==> src/rtl/dhl_pkg.sv <==
package dhl_pkg;
  localparam int unsigned ADDR_W = 2;
  typedef logic [ADDR_W-1:0] cfg_addr_t;
  localparam cfg_addr_t A_CHEN  = 2'd0;
  localparam cfg_addr_t A_LIMIT = 2'd1;
  localparam cfg_addr_t A_SWST  = 2'd2;
  typedef enum logic {ST_RUN, ST_BACKOFF} hold_st_t;
endpackage

==> src/rtl/dhl_rst_sync.sv <==
module dhl_rst_sync #(
  parameter int unsigned STAGES = 2
) (
  input  logic clk,
  input  logic rst_n,
  output logic rst_sync_n
);
  logic [STAGES-1:0] sync_q;

  always_ff @(posedge clk or negedge rst_n) begin
    if (!rst_n) sync_q <= '0;
    else        sync_q <= {sync_q[STAGES-2:0], 1'b1};
  end

  assign rst_sync_n = sync_q[STAGES-1];
endmodule

==> src/rtl/dhl_regs.sv <==
module dhl_regs
  import dhl_pkg::*;
#(
  parameter int unsigned NCH   = 6,
  parameter int unsigned LIM_W = 7
) (
  input  logic             clk,
  input  logic             rst_n,
  input  logic             wr_en,
  input  cfg_addr_t        addr,
  input  logic [LIM_W:0]   wdata,
  input  logic             force_clr,
  output logic [NCH-1:0]   ch_en,
  output logic             lim_arm,
  output logic [LIM_W-1:0] lim_val,
  output logic [NCH-1:0]   sw_start
);
  logic             chen_we, lim_we, swst_we;
  logic [LIM_W:0]   lim_q, lim_d;
  logic [NCH-1:0]   chen_q, chen_d;

  always_comb begin
    chen_we = wr_en && (addr == A_CHEN);
    lim_we  = wr_en && (addr == A_LIMIT) && (chen_q == '0);
    swst_we = wr_en && (addr == A_SWST);
    chen_d  = wdata[NCH-1:0];
    lim_d   = wdata;
  end

  always_ff @(posedge clk or negedge rst_n) begin
    if (!rst_n)       chen_q <= '0;
    else if (chen_we) chen_q <= chen_d;
  end

  always_ff @(posedge clk or negedge rst_n) begin
    if (!rst_n)      lim_q <= '0;
    else if (lim_we) lim_q <= lim_d;
  end

  for (genvar gi = 0; gi < NCH; gi++) begin : g_swst
    logic bit_q, bit_d, bit_en;
    always_comb begin
      bit_en = force_clr || swst_we;
      bit_d  = force_clr ? 1'b0 : wdata[gi];
    end
    always_ff @(posedge clk or negedge rst_n) begin
      if (!rst_n)      bit_q <= 1'b0;
      else if (bit_en) bit_q <= bit_d;
    end
    assign sw_start[gi] = bit_q;
  end

  assign ch_en   = chen_q;
  assign lim_arm = lim_q[LIM_W];
  assign lim_val = lim_q[LIM_W-1:0];

  assert_limit_lock_R3: assert property (@(posedge clk) disable iff (!rst_n)
    (wr_en && addr == A_LIMIT && |ch_en) |=> $stable({lim_arm, lim_val}));

  assert_swstart_clear_R7: assert property (@(posedge clk) disable iff (!rst_n)
    force_clr |=> (sw_start == '0));
endmodule

==> src/rtl/dhl_occ_timer.sv <==
module dhl_occ_timer
  import dhl_pkg::*;
#(
  parameter int unsigned LIM_W     = 7,
  parameter int unsigned UNIT_LOG2 = 8,
  parameter int unsigned BACKOFF   = 16
) (
  input  logic             clk,
  input  logic             rst_n,
  input  logic             active,
  input  logic             work,
  input  logic [LIM_W-1:0] lim_val,
  input  logic             bus_gnt,
  output logic             bus_req,
  output logic             dma_gnt,
  output logic             force_rel
);
  localparam int unsigned CNT_W = LIM_W + UNIT_LOG2;
  localparam int unsigned BO_W  = (BACKOFF > 1) ? $clog2(BACKOFF) : 1;
  localparam logic [BO_W-1:0] BO_LAST = BO_W'(BACKOFF - 1);

  hold_st_t         st_q, st_d;
  logic [CNT_W-1:0] occ_q, occ_d, hold_n;
  logic [BO_W-1:0]  bo_q, bo_d;
  logic             occ_en, bo_en;

  always_comb begin
    hold_n    = {lim_val, {UNIT_LOG2{1'b0}}};
    bus_req   = work && (st_q == ST_RUN);
    dma_gnt   = bus_gnt && bus_req;
    force_rel = active && dma_gnt && (occ_q == hold_n - CNT_W'(1));
  end

  always_comb begin
    occ_en = !bus_req || dma_gnt;
    occ_d  = (!bus_req || force_rel) ? '0 : occ_q + CNT_W'(1);
  end

  always_comb begin
    st_d  = st_q;
    bo_en = (st_q == ST_BACKOFF) || (bo_q != '0);
    bo_d  = (st_q == ST_BACKOFF) ? bo_q + BO_W'(1) : '0;
    if (!active) begin
      st_d = ST_RUN;
    end else if (st_q == ST_RUN) begin
      if (force_rel) st_d = ST_BACKOFF;
    end else if (bo_q == BO_LAST) begin
      st_d = ST_RUN;
      bo_d = '0;
    end
  end

  always_ff @(posedge clk or negedge rst_n) begin
    if (!rst_n) st_q <= ST_RUN;
    else        st_q <= st_d;
  end

  always_ff @(posedge clk or negedge rst_n) begin
    if (!rst_n)      occ_q <= '0;
    else if (occ_en) occ_q <= occ_d;
  end

  always_ff @(posedge clk or negedge rst_n) begin
    if (!rst_n)     bo_q <= '0;
    else if (bo_en) bo_q <= bo_d;
  end

  assert_hold_cap_R4: assert property (@(posedge clk) disable iff (!rst_n)
    (active && dma_gnt) |-> (occ_q < hold_n));

  assert_backoff_quiet_R5: assert property (@(posedge clk) disable iff (!rst_n)
    (st_q == ST_BACKOFF) |-> !bus_req);

  assert_backoff_hold_R5: assert property (@(posedge clk) disable iff (!rst_n)
    (active && st_q == ST_BACKOFF && bo_q != BO_LAST) |=> (st_q == ST_BACKOFF));

  assert_force_enters_backoff_R4: assert property (@(posedge clk) disable iff (!rst_n)
    force_rel |=> !bus_req);

  assert_passthrough_R6: assert property (@(posedge clk) disable iff (!rst_n)
    !active |-> (bus_req == work));
endmodule

==> src/rtl/dma_hold_limiter.sv <==
module dma_hold_limiter
  import dhl_pkg::*;
#(
  parameter int unsigned NCH       = 6,
  parameter int unsigned LIM_W     = 7,
  parameter int unsigned UNIT_LOG2 = 8,
  parameter int unsigned BACKOFF   = 16
) (
  input  logic             clk,
  input  logic             rst_n,
  input  logic             cfg_wr_i,
  input  logic [1:0]       cfg_addr_i,
  input  logic [LIM_W:0]   cfg_wdata_i,
  output logic [NCH-1:0]   ch_en_o,
  output logic [LIM_W:0]   lim_cfg_o,
  output logic [NCH-1:0]   sw_start_o,
  input  logic             dma_pend_i,
  output logic             dma_gnt_o,
  output logic             bus_req_o,
  input  logic             bus_gnt_i
);
  logic             rst_sync_n;
  logic             lim_arm, force_rel, active, work;
  logic [LIM_W-1:0] lim_val;

  dhl_rst_sync #(.STAGES(2)) u_rst (
    .clk(clk), .rst_n(rst_n), .rst_sync_n(rst_sync_n)
  );

  dhl_regs #(.NCH(NCH), .LIM_W(LIM_W)) u_regs (
    .clk(clk), .rst_n(rst_sync_n), .wr_en(cfg_wr_i), .addr(cfg_addr_t'(cfg_addr_i)),
    .wdata(cfg_wdata_i), .force_clr(force_rel), .ch_en(ch_en_o),
    .lim_arm(lim_arm), .lim_val(lim_val), .sw_start(sw_start_o)
  );

  always_comb begin
    active = lim_arm && (lim_val != '0);
    work   = dma_pend_i && (|ch_en_o);
  end

  dhl_occ_timer #(.LIM_W(LIM_W), .UNIT_LOG2(UNIT_LOG2), .BACKOFF(BACKOFF)) u_tmr (
    .clk(clk), .rst_n(rst_sync_n), .active(active), .work(work), .lim_val(lim_val),
    .bus_gnt(bus_gnt_i), .bus_req(bus_req_o), .dma_gnt(dma_gnt_o), .force_rel(force_rel)
  );

  assign lim_cfg_o = {lim_arm, lim_val};

  assert_gnt_gated_R9: assert property (@(posedge clk) disable iff (!rst_sync_n)
    dma_gnt_o |-> (bus_req_o && bus_gnt_i));

  assert_no_req_idle_R9: assert property (@(posedge clk) disable iff (!rst_sync_n)
    !(dma_pend_i && |ch_en_o) |-> !bus_req_o);
endmodule

==> config.mk <==
export PLATFORM = sky130hd
export DESIGN_NAME = dma_hold_limiter
export DESIGN_NICKNAME = d
export VERILOG_FILES = /design/src/rtl/dhl_pkg.sv /design/src/rtl/dhl_rst_sync.sv /design/src/rtl/dhl_regs.sv /design/src/rtl/dhl_occ_timer.sv /design/src/rtl/dma_hold_limiter.sv
export SDC_FILE = /design/constraint.sdc
export NUM_CORES = 1
export LEC_CHECK = 0
export CAP_MARGIN = 20
export CORE_MARGIN = 2
export CORE_UTILIZATION = 35
export CTS_CLUSTER_SIZE = 8
export DETAILED_ROUTE_END_ITERATION = 16
export DONT_BUFFER_PORTS = 1
export SLEW_MARGIN = 20
export SYNTH_ARGS = -nofsm -noshare
export SYNTH_HDL_FRONTEND = slang
export SYNTH_SLANG_ARGS = --single-unit
export TNS_END_PERCENT = 5
==> constraint.sdc <==
create_clock -name clk -period 2.4 [get_ports clk]
set_clock_uncertainty 0.15 [all_clocks]
set_input_delay 0.48 -clock clk [delete_from_list [all_inputs] [get_ports clk]]
set_output_delay 0.48 -clock clk [all_outputs]
set_load 0.01 [all_outputs]
# == Yosys cells after proc, flatten, opt, wreduce, memory -nomap -nowiden ==
# Index checks and enable logic that the tools add are counted.
# word_totals
in_bits,15
elab_cells,55
out_inout_bits,22
ff_bits,42
# op_classes
addsub,3
n_eq_ne,4
n_mux,15
bitwise_logic,1
reduce_logical,20
# op_table
cell,count
$mux 4,4
$add 15x1->15 const B,1
$eq 15x15->1,1
$mux 15,1
$sub 15x1->15 const B,1
$logic_and 1x1->1,10
$mux 1,10
$reduce_bool 7->1,1
$logic_not 6->1,1
$reduce_or 6->1,1
$add 4x1->4 const B,1
$eq 4x4->1 const B,1
$logic_or 1x1->1,4
$reduce_bool 4->1,1
$eq 2x1->1 const B,1
$eq 2x2->1 const B,1
$logic_not 2->1,1
$logic_not 1->1,1
$not 1->1,1

# == Longest topological paths before layout ==
# Gate-level depths: netlist of the first run.
# depth
ltp_word,9
mapped_depth,7

# == By module ==
# From an unflattened synthesis of the first run, not the netlist that was laid out.
# hier_totals
hier_cells,197
hier_area_um2,2164.6
# by_module_without_submodules
module,seq_area_each_um2,cells_per_inst,area_per_inst_um2,instances
dhl_occ_timer,500.5,131,1227.4,1
dhl_regs,500.5,57,840.8,1
dhl_rst_sync,50.0,3,53.8,1
dma_hold_limiter,0.0,6,42.5,1

# == Worst setup path before layout of the first run ==
# OpenSTA, ideal clock, no wires.
# synth_path
path_kind,register -> output
startpoint,register u_regs.chen_q[1] (netlist: u_regs.ch_en[1])
endpoint,output port dma_gnt_o
arrival_time_ns,1.548
stages_incl_launch_ff,7
slack_ns,0.222
t_required_ns,1.770
path_cell_list,dfrtp_1 -> or4_4 -> nor3_2 -> nand3b_4 -> inv_2 -> nand2_2 -> inv_1
# synth_via
elab_chain_cells,4
# synth_lines
element,line,source
start: declaration,dhl_regs.sv:20,"logic [NCH-1:0] chen_q, chen_d;"
start signal: assignment,dhl_regs.sv:32,else if (chen_we) chen_q <= chen_d;
$reduce_or 6->1,dma_hold_limiter.sv:38,work = dma_pend_i && (|ch_en_o);
$logic_and 1x1->1,dma_hold_limiter.sv:38,
$logic_and 1x1->1,dhl_occ_timer.sv:29,bus_req = work && (st_q == ST_RUN);
via bus_req_o,dma_hold_limiter.sv:19,"output logic bus_req_o,"
$logic_and 1x1->1,dhl_occ_timer.sv:30,dma_gnt = bus_gnt && bus_req;
end: declaration,dma_hold_limiter.sv:18,"output logic dma_gnt_o,"
# The timed path passes the listed nets, and every way through them passes these cells.

# == Final worst setup path of the first run ==
# Ends and elaborated chain as after synthesis.

==> results of run 1 <==
metal layers:
layer	routed length [um]	share of wire [%]	GRT usage, %	up-vias
li1	-	-	-	732
met1	2160	47	18.9	740
met2	2060	45	21.3	36
met3	302	6.6	4.72	6
met4	41	0.90	3.03	0
met5	0	0	0	-
critical path, stage by stage, from the launching register on:
cell and delay (ps):
dfrtp_1 430, or4_4 580, nor3_4 130, nand3b_4 180, inv_6 50, nand2_4 50
inv_2 40
metrics by stage:
step	util (%)	total power, mW	hold WS [ps]	worst slack [ps]	instances
finish	40.0	1.88	148	-4.62	290
detailed placement	37.5	1.32	34.5	152	278
CTS	40.0	1.91	165	-79.0	290
global placement	37.5	1.32	34.5	175	278
global route	40.0	1.98	163	-117	290
floorplan	-	1.25	34.4	222	208
synth_stat cells (5+ instances only):
cell and instances:
xor2_1 17, nand2_1 6, nand4_1 6, xnor2_1 6, nor2_1 17, ha_1 5, nor3_2 7, mux2_2 14
nor3_1 8, mux2i_1 6, inv_1 11, dfrtp_1 42, nand3_1 8, buf_4 7
cell type report:
class | count | area [sq um] | share of cell area [%]
Sequential cell | 42 | 1050 | 41.1
Inverter | 12 | 50.0 | 1.96
Clock inverter | 3 | 45.0 | 1.76
Multi-Input combinational cell | 142 | 1170 | 45.9
Tap cell | 77 | 96.3 | 3.77
Clock buffer | 5 | 68.8 | 2.69
Timing Repair Buffer | 9 | 70.1 | 2.74
power groups by stage:
stage                     Sequential [mW]  Clock [mW]  Combinational (mW)
after global routing                0.933       0.600               0.449
after CTS                           0.919       0.582               0.404
final                               0.918       0.560               0.400
after global placement              0.929           0               0.387
after detailed placement            0.931           0               0.392
after floorplan                     0.901           0               0.351
flip-flops by register name (all words and copies together), names as in the netlist:
name / flops
u_tmr.occ_q: 15
u_regs.lim_q: 8
u_regs.ch_en: 6
u_regs.g_swst.bit_q: 6
u_tmr.bo_q: 4
u_rst.sync_q: 2
u_tmr.st_q: 1
worst paths after layout:
check                                 from         endpoint  slack, ps  depth (start not counted)
hold / removal             u_rst.sync_q[1]  u_tmr.occ_q[12]        150                          1
max in group asynchronous  u_rst.sync_q[1]   u_tmr.occ_q[3]       1570                          1
hold reg to reg            u_rst.sync_q[1]  u_tmr.occ_q[12]        150                          1
setup reg to reg           u_regs.ch_en[1]  u_tmr.occ_q[14]        120                          6
setup / recovery           u_regs.ch_en[1]        dma_gnt_o         -5                          6
min in group clk            cfg_wdata_i[1]  u_regs.lim_q[1]        180                          1
logic make-up (layout without fill, tap and decap cells):
kind of cell,Yosys count,count (layout),synth area share (%)
and+or+nand+nor,73,73,21.3
DFF,42,42,45.0
xor gates and xnor gates,24,24,9.33
buffers and inverters,24,29,5.15
muxes,20,20,9.33
AOI/OAI and AO/OA,19,19,7.02
adders and majority gates,5,5,2.68
other,1,1,0.161
timing repair:
item / CTS / global route
pin swaps: 3 / 2
endpoints found under the hold margin: 2 / 0
hold buffers: 1 / 0
gates resized for setup: 4 / 1
buffers inserted: 3 / 0
endpoints found under the setup margin: 2 / 2
placed cells by master (no fill, tap or decap), types with 2 or more instances in the layout:
cell type	n
o211ai_1	2
nand2_1	6
nand4_1	6
o21ai_0	2
xor2_1	17
inv_1	10
clkbuf_8	5
ha_1	5
nor4_4	2
and3_1	2
nor3_2	6
a21boi_0	2
nor2_1	17
buf_4	8
mux2_2	14
xnor2_1	6
nand3_1	8
dfrtp_1	42
o2111ai_1	2
mux2i_1	6
nor3_1	8
o21a_1	2
clkinvlp_4	2
nand3b_1	2
nand2b_1	2
==> reports/qor.yml, run 1 <==
logic_synthesis:
  async_flop_share_pct: 100
  syn_area_per_cell_sq_um: 11.2
  synth_edf_count: 0
  yosys_warnings: 0
  ys_types: 51
  ys_seq_area_share_pct: 45.0
  synth_fp_nets: 228
  synthCells: 208
  synth_top_cell_by_area: "dfrtp_1"
  synth_top_area_share_pct: 45.0
  ys_seq_elements: 42
  netlist_area_sq_um: 2330
  synth_flop_cell: "dfrtp_1"
  synth_area_leaders: "dfrtp_1 (45%), mux2_2 (6.8%), xor2_1 (6.4%)"
floorplan:
  die_w_um: 85.7
  fp.dieH_um: 85.7
  core-area_sq_um: 6390
  pin_count: 37
  dieArea_sq_um: 7340
  fp-row-count: 29
  start_util_pct: 36.5
status:
  violations: "setup timing"
  status: "finished, violations left"
timing:
  slew_viol_final: 0
  finalHoldViolCount: 0
  fin_setup_tns_ps: -4.62
  fin_crit_ps: 2400
  fmax_mhz: 416
  slew_headroom_pct: 64.5
  rsz0062_at_grt: "yes"
  final-setup-viol-count: 1
  worst_pin_slew_ps: 532
  fin_crit_sh_pct: 100
  setup_slack_ps: -4.62
finish:
  area_growth_pct: 9.49
  drive_above_1_share_pct: 24.4
  final_cell_area_sq_um: 2550
  nFillCells: 637
  diodes: 0
  nets: 232
critical_path:
  worstSetupStartpointType: "register"
  cp_data_arrival_time_ps: 1770
  critPathCaptureType: "primary output"
  path_class: "reg -> out"
  crit_fanout: 3
  critPathRequiredTime_ps: 1770
drt:
  firstDrtPassIters: 4
  ant_nets: 0
  drt_first_iter_violations: 52
  vias: 1514
  drt-total-wl_mm: 4.57
  drc_errors: 0
  routedWlPerCell_um: 15.7
  viasPerCell: 5.22
clock_tree:
  insertion_delay_ps: 290
  clock_tree.buffer_depth: 2
  clockRootBuffer: "clkbuf_8"
  htreeDepth: 2
  clk_pin_slew_ps: 80
  cts_buffers: 5
  clock-sinks: 42
  cts_tree: "built"
global_route:
  grt_overflow: 0
  grt_first_pass_wirelength_mm: 8.00
  grt_pass1_vias: 1619
  grt_max_degree: 41
  grt_util_all_layers_pct: 13.8
  antenna_found_initial: 0
power_and_ir_drop:
  power_frac_comb_pct: 21.3
  ir_worst_vdd_uv: 443
  seq_power_share_pct: 48.9
  swShare_pct: 32.0
  intPower_mw: 1.28
  leakagePower_nw: 1.14
  p_clk_share_pct: 29.8
  switching_power_mw: 0.600
  p_per_area_nw_per_um2: 735
place:
  port_buffers: 0
  place_area_sq_um: 2390
  dp_hpwl_mm: 3.37
  gp_congestion: 0.808
worst_hold_path:
  holdCritPathClass: "reg -> async"
job:
  cap_violations: 0
No activity file was read; power rests on OpenSTA's default activity.
==> inputs of run 2 (changes only) <==
CORE_MARGIN = 5   (was 2)
clock period = 2.95 ns   (was 2.4 ns; I/O delays follow)
==> reports/qor.yml, run 2 (synthesis results as in run 1) <==
timing:
  fmax_mhz: 370
  slew_viol_final: 0
  fin_setup_tns_ps: 0
  fin_crit_ps: 2710
  slew_headroom_pct: 56.2
  final-setup-viol-count: 0
  finalHoldViolCount: 0
  fin_crit_sh_pct: 91.7
  rsz0062_at_grt: "no"
  worst_pin_slew_ps: 652
finish:
  post-route-util_pct: 39.0
  nets: 228
  largest_reg_flops: 15
  top_register: "u_tmr.occ_q"
  top_regs: "u_tmr.occ_q: 15 flops, u_regs.lim_q: 8 flops"
  area_growth_pct: 7.35
  diodes: 0
  layout.cells.most_common_list: "dfrtp_1 (41), xor2_1 (17), nor2_1 (17)"
  drive_above_1_share_pct: 23.0
  fin_cells: 286
  layout_commonest_cell: "dfrtp_1"
drt:
  drt-total-wl_mm: 4.57
  firstDrtPassIters: 4
  vias: 1494
  drc_errors: 0
  routedWlPerCell_um: 16.0
  viasPerCell: 5.22
  ant_nets: 0
  drt_first_iter_violations: 60
job:
  cap_violations: 0
clock_tree:
  cts_tree: "built"
  insertion_delay_ps: 300
  clock_tree.buffer_depth: 2
  htreeDepth: 2
  clock-sinks: 42
  clockRootBuffer: "clkbuf_8"
  clk_pin_slew_ps: 80
  cts-resized-gates: 0
  cts_buffers: 5
status:
  status: "complete, no violations"
global_route:
  grt_first_pass_wirelength_mm: 7.68
  grt_pass1_vias: 1476
  grt_max_degree: 26
  grt_overflow: 0
  antenna_found_initial: 0
  grt_util_all_layers_pct: 11.4
power_and_ir_drop:
  leakagePower_nw: 1.12
  p_per_area_nw_per_um2: 596
  ir_worst_vdd_uv: 380
  total_power_mw: 1.49
floorplan:
  die_w_um: 91.7
  dieArea_sq_um: 8400
  core-area_sq_um: 6420
  start_util_pct: 36.3
  fp-row-count: 29
  fp.dieH_um: 91.7
  pin_count: 37
critical_path:
  worstSetupStartpointType: "register"
  path_cells: "or4_4 > nor3_2 > nand3b_4 > inv_2 > nand2_2 > inv_1"
  crit_fanout: 5
  cp_data_arrival_time_ps: 1970
  critPathCaptureType: "primary output"
  critPathRequiredTime_ps: 2210
  r2r-start: "u_regs.lim_q[0]"
  path_class: "reg -> out"
  critPathMaxStageDelay_ps: 590
  cp_slowest_cell: "or4_4"
  cp-startpoint: "u_regs.ch_en[1]"
place:
  dp_hpwl_mm: 3.53
  gp_congestion: 0.810
  port_buffers: 0
  place_inst: 275
worst_hold_path:
  holdCritPathClass: "reg -> async"
## run 2: metrics by stage
stage / cell area, sq um / hold WS (ps) / setup slack [ps]
after detailed placement: 2370 / 145 / 385
after global routing: 2500 / 179 / 93.9
after floorplan: 2330 / 144 / 662
final: 2500 / 102 / 244
after CTS: 2490 / 204 / 54.9
after global placement: 2370 / 145 / 418
## run 2: routing by layer
metal / vias up / wire length, um / global-route usage [%]
li1: 727 / - / -
met1: 727 / 2100 / 14.3
met2: 33 / 2060 / 17.4
met3: 7 / 376 / 5.32
met4: 0 / 38 / 3.39
met5: - / 0 / 0
## run 2: path summary, 6_finish.rpt
kind / end / slack (ps) / depth (start not counted)
min in group clk: u_rst.sync_q[1] / 200 / 0
worst min-delay path: u_tmr.occ_q[14] / 100 / 0
worst min register to register: u_tmr.occ_q[14] / 100 / 0
worst max-delay path: dma_gnt_o / 240 / 6
worst max register to register: u_regs.g_swst[1].bit_q / 550 / 7
max in group asynchronous: u_regs.ch_en[2] / 1980 / 1
## run 2: final cells by class
cell class | instances | area [sq um]
Tap cell | 77 | 96.3
Sequential cell | 42 | 1050
Clock buffer | 5 | 68.8
Multi-Input combinational cell | 142 | 1160
Inverter | 12 | 45.0
Fill cell | 635 | 3920
Timing Repair Buffer | 5 | 40.0
Clock inverter | 3 | 40.0
## run 2: timing repair
| action | 4_1_cts | 5_1_grt |
|---|---|---|
| buffers inserted | 0 | 2 |
| hold buffers | 1 | 0 |
| endpoints found under the setup margin | 0 | 1 |
| endpoints found under the hold margin | 2 | 0 |
## run 2: critical path: cells and delay by family (launching register included)
family        cells  cell delay (ps)
buf+inv           2              160
flops             1              440
simple gates      4             1080
## run 2: report_power, final
part / internal [mW] / total [mW] / switching, mW
clock: 0.249 / 0.446 / 0.196
combinational: 0.136 / 0.285 / 0.149
sequential: 0.639 / 0.764 / 0.125
==> inputs of run 3 (changes only) <==
SETUP_SLACK_MARGIN = 0.02   (was not set)
==> results of run 3 <==
The final DEF is identical to that of run 2; final timing and power are the same.
